### src/rtl/chirp_mixer.sv
module chirp_mixer #(
  parameter int DW   = 16,
  parameter int PW   = 34,
  parameter int LUTA = 10,
  parameter int AMPW = 16,
  parameter int OW   = 20
) (
  input  logic                 clk,
  input  logic                 rst_n,
  input  logic                 cfg_offset_bin,
  input  logic                 cfg_bypass,
  input  logic [1:0]           cfg_mode,
  input  logic                 tune_load,
  input  logic [PW-1:0]        tune_word,
  input  logic [PW-1:0]        sweep_step,
  input  logic                 hop_arm,
  input  logic [PW-1:0]        hop_word,
  input  logic                 in_valid,
  input  logic [DW-1:0]        in_sample,
  output logic                 out_valid,
  output logic signed [OW-1:0] out_i,
  output logic signed [OW-1:0] out_q
);

  localparam int QB   = LUTA - 2;
  localparam int QN   = 1 << QB;
  localparam int PRW  = DW + AMPW;
  localparam int SH   = PRW - OW;
  localparam longint AMP   = (64'sd1 <<< (AMPW - 1)) - 1;
  localparam longint PI_FX = 64'sd3373259426;

  localparam logic [1:0] M_TONE = 2'd0;
  localparam logic [1:0] M_HOP  = 2'd1;
  localparam logic [1:0] M_UP   = 2'd2;
  localparam logic [1:0] M_DOWN = 2'd3;

  function automatic logic [QN-1:0][AMPW-1:0] build_quarter();
    logic [QN-1:0][AMPW-1:0] t;
    longint x, x2, term, acc;
    for (int k = 0; k < QN; k++) begin
      x    = (longint'(2 * k + 1) * PI_FX) / longint'(4 * QN);
      x2   = (x * x) >>> 30;
      term = x;
      acc  = x;
      for (int n = 1; n <= 6; n++) begin
        term = -((term * x2) >>> 30) / longint'((2 * n) * (2 * n + 1));
        acc  = acc + term;
      end
      t[k] = AMPW'((acc * AMP + (64'sd1 <<< 29)) >>> 30);
    end
    return t;
  endfunction

  localparam logic [QN-1:0][AMPW-1:0] QUARTER = build_quarter();

  function automatic logic signed [AMPW-1:0] wave(input logic [LUTA-1:0] a);
    logic [QB-1:0]   idx;
    logic [AMPW-1:0] mag;
    idx = a[LUTA-2] ? ~a[QB-1:0] : a[QB-1:0];
    mag = QUARTER[idx];
    return a[LUTA-1] ? -$signed(mag) : $signed(mag);
  endfunction

  logic [PW-1:0]   phase_q, freq_q, hop_word_q;
  logic            hop_pend_q;
  logic            accept, hop_apply;
  logic [LUTA-1:0] sin_addr, cos_addr;
  logic signed [DW-1:0] x_conv;

  assign accept    = in_valid && !cfg_bypass;
  assign hop_apply = accept && !tune_load && cfg_mode == M_HOP && hop_pend_q;
  assign sin_addr  = phase_q[PW-1 -: LUTA];
  assign cos_addr  = sin_addr + LUTA'(QN);
  assign x_conv    = $signed({in_sample[DW-1] ^ cfg_offset_bin, in_sample[DW-2:0]});

  always_ff @(posedge clk) begin
    if (!rst_n) phase_q <= '0;
    else if (accept) phase_q <= phase_q + freq_q;
  end

  always_ff @(posedge clk) begin
    if (!rst_n) freq_q <= '0;
    else if (tune_load) freq_q <= tune_word;
    else if (accept) begin
      case (cfg_mode)
        M_HOP:   if (hop_pend_q) freq_q <= hop_word_q;
        M_UP:    freq_q <= freq_q + sweep_step;
        M_DOWN:  freq_q <= freq_q - sweep_step;
        default: freq_q <= freq_q;
      endcase
    end
  end

  always_ff @(posedge clk) begin
    if (!rst_n) begin
      hop_pend_q <= 1'b0;
      hop_word_q <= '0;
    end else if (hop_arm) begin
      hop_pend_q <= 1'b1;
      hop_word_q <= hop_word;
    end else if (hop_apply) begin
      hop_pend_q <= 1'b0;
    end
  end

  logic                   v1, byp1, v2;
  logic signed [DW-1:0]   x1;
  logic signed [AMPW-1:0] cos1, sin1;
  logic signed [PRW-1:0]  pi2, pq2;
  logic signed [OW-1:0]   ri, rq;

  always_ff @(posedge clk) begin
    if (!rst_n) begin
      v1   <= 1'b0;
      byp1 <= 1'b0;
      x1   <= '0;
      cos1 <= '0;
      sin1 <= '0;
    end else begin
      v1 <= in_valid;
      if (in_valid) begin
        x1   <= x_conv;
        byp1 <= cfg_bypass;
        cos1 <= wave(cos_addr);
        sin1 <= wave(sin_addr);
      end
    end
  end

  always_ff @(posedge clk) begin
    if (!rst_n) begin
      v2  <= 1'b0;
      pi2 <= '0;
      pq2 <= '0;
    end else begin
      v2 <= v1;
      if (v1) begin
        pi2 <= byp1 ? (PRW'(x1) <<< (AMPW - 1)) : PRW'(x1) * PRW'(cos1);
        pq2 <= byp1 ? '0 : PRW'(x1) * PRW'(sin1);
      end
    end
  end

  assign ri = OW'((pi2 + PRW'(1 << (SH - 1))) >>> SH);
  assign rq = OW'((pq2 + PRW'(1 << (SH - 1))) >>> SH);

  always_ff @(posedge clk) begin
    if (!rst_n) begin
      out_valid <= 1'b0;
      out_i     <= '0;
      out_q     <= '0;
    end else begin
      out_valid <= v2;
      if (v2) begin
        out_i <= ri;
        out_q <= rq;
      end
    end
  end

endmodule

### config.mk
export PLATFORM = sky130hd
export DESIGN_NAME = chirp_mixer
export DESIGN_NICKNAME = d
export VERILOG_FILES = /design/src/rtl/chirp_mixer.sv
export SDC_FILE = /design/constraint.sdc
export NUM_CORES = 2
export LEC_CHECK = 0
export CELL_PAD_IN_SITES_DETAIL_PLACEMENT = 1
export CELL_PAD_IN_SITES_GLOBAL_PLACEMENT = 1
export CORE_MARGIN = 3
export CORE_UTILIZATION = 51
export CTS_BUF_LIST = sky130_fd_sc_hd__clkbuf_8
export CTS_CLUSTER_SIZE = 8
export DETAILED_ROUTE_END_ITERATION = 8
export MAX_ROUTING_LAYER = met4
export PLACE_DENSITY_LB_ADDON = 0.1
export SETUP_SLACK_MARGIN = 0.15
export SYNTH_ARGS = -nofsm -noshare
export SYNTH_HDL_FRONTEND = slang
export SYNTH_SLANG_ARGS = --single-unit
### constraint.sdc
create_clock -name clk -period 11.2 [get_ports clk]
set_input_delay 2.24 -clock clk [delete_from_list [all_inputs] [get_ports clk]]
set_output_delay 2.24 -clock clk [all_outputs]
set_load 0.01 [all_outputs]
==> flow_metrics.py <==
metrics = {
    "die": {
        "die_x_um": 309,
        "rows": 110,
        "die_h_um": 309,
        "initial_core_util_pct": 51.7,
        "core_area_um2": 90400,
        "die_area_um2": 95300,
        "io_pins": 168,
    },
    "timing": {
        "final_max_slew_viol_count": 0,
        "timing.fmax_mhz": 125,
        "slew_headroom_pct": 1.46,
        "period_share_pct": 71.2,
        "grt_setup_unrepaired": "no",
        "hold_slack_ns": 0.458,
        "hold_violations": 0,
        "setup_ws_ns": 3.22,
        "setup-violations-final": 0,
        "final.min_clock_period_ns": 7.98,
        "tightest_slew_ns": 1.46,
        "setup_tns_ns": 0,
        "fin_skew_ns": 0.0665,
    },
    "logic_synthesis": {
        "synthTopCellsByArea": "fa_1, dfxtp_1, ha_1",
        "synthArstFlopShare_pct": 0,
        "synth-edff-count": 0,
        "synth_area_leader_cell": "fa_1",
        "syn_area_um2": 46700,
        "synthFlopType": "dfxtp_1",
        "synth_warnings": 0,
        "syn-num-nets": 6948,
        "avgSynthCellArea_um2": 7.79,
        "ys_ff_latch": 237,
        "synth_xor_area_share_pct": 3.83,
        "synth_mux_area_share_pct": 2.88,
        "yosysSeqAreaShare_pct": 10.2,
        "yosys.area_share.simple_pct": 19.2,
        "synth_top_area_share_pct": 22.7,
        "synth_compound_area_share_pct": 23.5,
        "synth_cells": 5998,
        "synth_top_family_by_area": "adder cells",
        "yosys.area_share.adder_pct": 30.6,
        "ys_types": 105,
    },
    "grt": {
        "grt_pass1_vias": 51900,
        "grt_first_pass_wirelength_mm": 340,
        "grt_antenna_before_repair": 14,
        "grt_max_degree": 138,
        "grt_use_total_pct": 49.2,
        "overflow": 0,
    },
    "status": {
        "violations": "capacitance limit",
        "status": "complete, but fails checks",
    },
    "place": {
        "port_buffers": 167,
        "dpl_worst_slack_ns": 3.47,
        "post-dp-hpwl_mm": 165,
        "gp_congestion": 1.10,
        "place_area_um2": 48900,
        "dp_cells": 6986,
    },
    "critical_path": {
        "r2r_start": "x1[9]",
        "slowest_delay_ns": 0.87,
        "reg2reg_depth": 20,
        "cpMostUsedCell": "fa_1",
        "reg2reg_setup_slack_ns": 3.22,
        "worst-path-buf-inv": 2,
        "crit_chain": "buf_4 > nand2_1 > fa_1 > fa_1 > fa_1 > fa_1 > inv_1 > fa_1 > fa_1 > ha_1 > a21o_1 > a21oi_1 > o21ai_0 > a21oi_1 > a21boi_0 > a31o_2 > o41ai_1 > o21bai_1 > xnor2_1 > a21oi_1",
        "crit_fanout": 19,
        "crit_arrival_ns": 8.54,
        "start_kind": "register",
        "cp-end-kind": "register",
        "cp_top_family": "adder cells",
        "cp.depth": 20,
        "cp_slowest_cell": "dfxtp_1",
        "r2r-end": "pi2[25]",
        "worst-setup-path-type": "register to register",
        "critPathRequiredTime_ns": 11.77,
    },
    "clock_network": {
        "ctsResizeCount": 0,
        "cts_inserted_buffers": 49,
        "clock_path_buffers": 3,
        "clk_pin_slew_ns": 0.06,
        "cts-root-buf": "clkbuf_8",
        "cts_tree": "yes",
        "hold_buffers": 0,
        "htreeDepth": 2,
        "worstSkewPairLatency_ns": 0.73,
        "post_cts_buffers": 0,
        "clock_sinks": 237,
    },
    "routing": {
        "wl_per_cell_um": 32.7,
        "drcViolationCount": 0,
        "drt_wl_total_mm": 232,
        "viasPerCell": 7.04,
        "vias": 50000,
        "drt_first_pass_iters": 6,
        "dr.first_iter.drc_count": 6800,
        "route.antenna.remaining_nets": 0,
    },
    "finish": {
        "area_growth_pct": 7.08,
        "final_common_cell": "inv_1",
        "fin_cells": 7097,
        "layout_common_cells": "inv_1, nand2_1, fa_1",
        "stdcell_area_um2": 50000,
        "nets": 6812,
        "final_layout_size_suffix_gt1_share_pct": 5.76,
    },
    "min_path": {
        "min_from": "phase_q[5]",
        "min_path_cells": 2,
        "hold_end": "phase_q[5]",
        "hold_path.class": "register to register",
    },
    "power": {
        "ir_drop_mv": 0.0839,
        "powerDensity_nw_per_um2": 116,
        "leakagePower_nw": 22.1,
    },
    "run": {
        "cap_violations": 1,
    },
}
## flip-flops by register name (all words and copies together), names as in the netlist
signal,cells
x1,16
cos1,16
out_valid,1
out_i,20
sin1,16
v1,1
v2,1
out_q,20
phase_q,34
byp1,1
pq2,21
hop_word_q,34
pi2,21
freq_q,34
hop_pend_q,1
## synth_stat cells (all sizes together), types with 25 or more instances
library cell / number
nand2b: 69
dfxtp: 237
o21a: 29
a31oi: 65
a22oi: 32
a21oi: 362
fa: 530
o221ai: 61
a311oi: 32
buf: 190
nand2: 540
o31ai: 29
ha: 293
a21o: 70
xor2: 84
inv: 646
a211oi: 149
nand3: 104
o211ai: 66
or3: 35
or2: 27
xnor2: 118
clkbuf: 303
nor2b: 74
and2: 267
nor2: 444
o22ai: 85
o311ai: 28
nand4: 25
nor3: 129
mux2i: 95
a211o: 29
o21ai: 325
a221oi: 52
and3: 44
## kinds of logic (layout without fill, tap and decap cells)
kind of cell	count (synthesis)	after routing
other	0	22
buffers and inverters	1144	1045
multiplexers	116	116
XOR/XNOR	202	202
AO/OA/AOI/OAI	1629	1629
adder cells (fa/ha/maj)	826	826
AND/OR/NAND/NOR	1844	1844
flip-flops	237	237
## worst register-to-register path: stages (launching register included)
cell and delay (ns):
dfxtp_1 0.87, buf_4 0.41, nand2_1 0.15, fa_1 0.55, fa_1 0.59, fa_1 0.45, fa_1 0.54, inv_1 0.05
fa_1 0.53, fa_1 0.46, ha_1 0.39, a21o_1 0.21, a21oi_1 0.25, o21ai_0 0.12, a21oi_1 0.49, a21boi_0 0.36
a31o_2 0.34, o41ai_1 0.61, o21bai_1 0.20, xnor2_1 0.18, a21oi_1 0.08
## layer usage
layer  share of wire, %  vias to the layer above  track usage, %  routed length [µm]
met1                 36                    24700            57.4               84000
li1                   -                    20400               -                   -
met3                 12                     1287            15.5               28500
met5                  0                        -               -                   0
met2                 43                     3546            72.2               99200
met4                8.7                        0            33.9               20100
## cell type report
class                   instances  area [µm²]
fillers                     11100       40400
multi-input cells            4617       37500
flip-flops and latches        237        4770
repair buffers                306        2730
inverters                     651        2450
well taps                    1176        1470
clock buffers                  63         867
clock inverters                25         191
diodes                         22        55.1
## power breakdown
part / switching, W / internal, W
sequential: 0.000183 / 0.000919
combinational: 0.00239 / 0.00131
clock: 0.000475 / 0.000556
## worst max-delay path by stage
stage	start	end
3_5_place_dp	x1[9]	pi2[25]
4_1_cts	x1[9]	pi2[25]
3_3_place_gp	x1[9]	pi2[25]
5_1_grt	x1[9]	pi2[25]
6_report	x1[9]	pi2[25]
2_1_floorplan	x1[15]	pi2[31]
## stage by stage
stage | utilization (%) | total power [W]
floorplan | - | 0.00332
global placement | 54.1 | 0.00444
detailed placement | 54.1 | 0.00459
CTS | 55.3 | 0.00569
global route | 55.3 | 0.00612
finish | 55.3 | 0.00583
(Power assumes the default switching activity.)
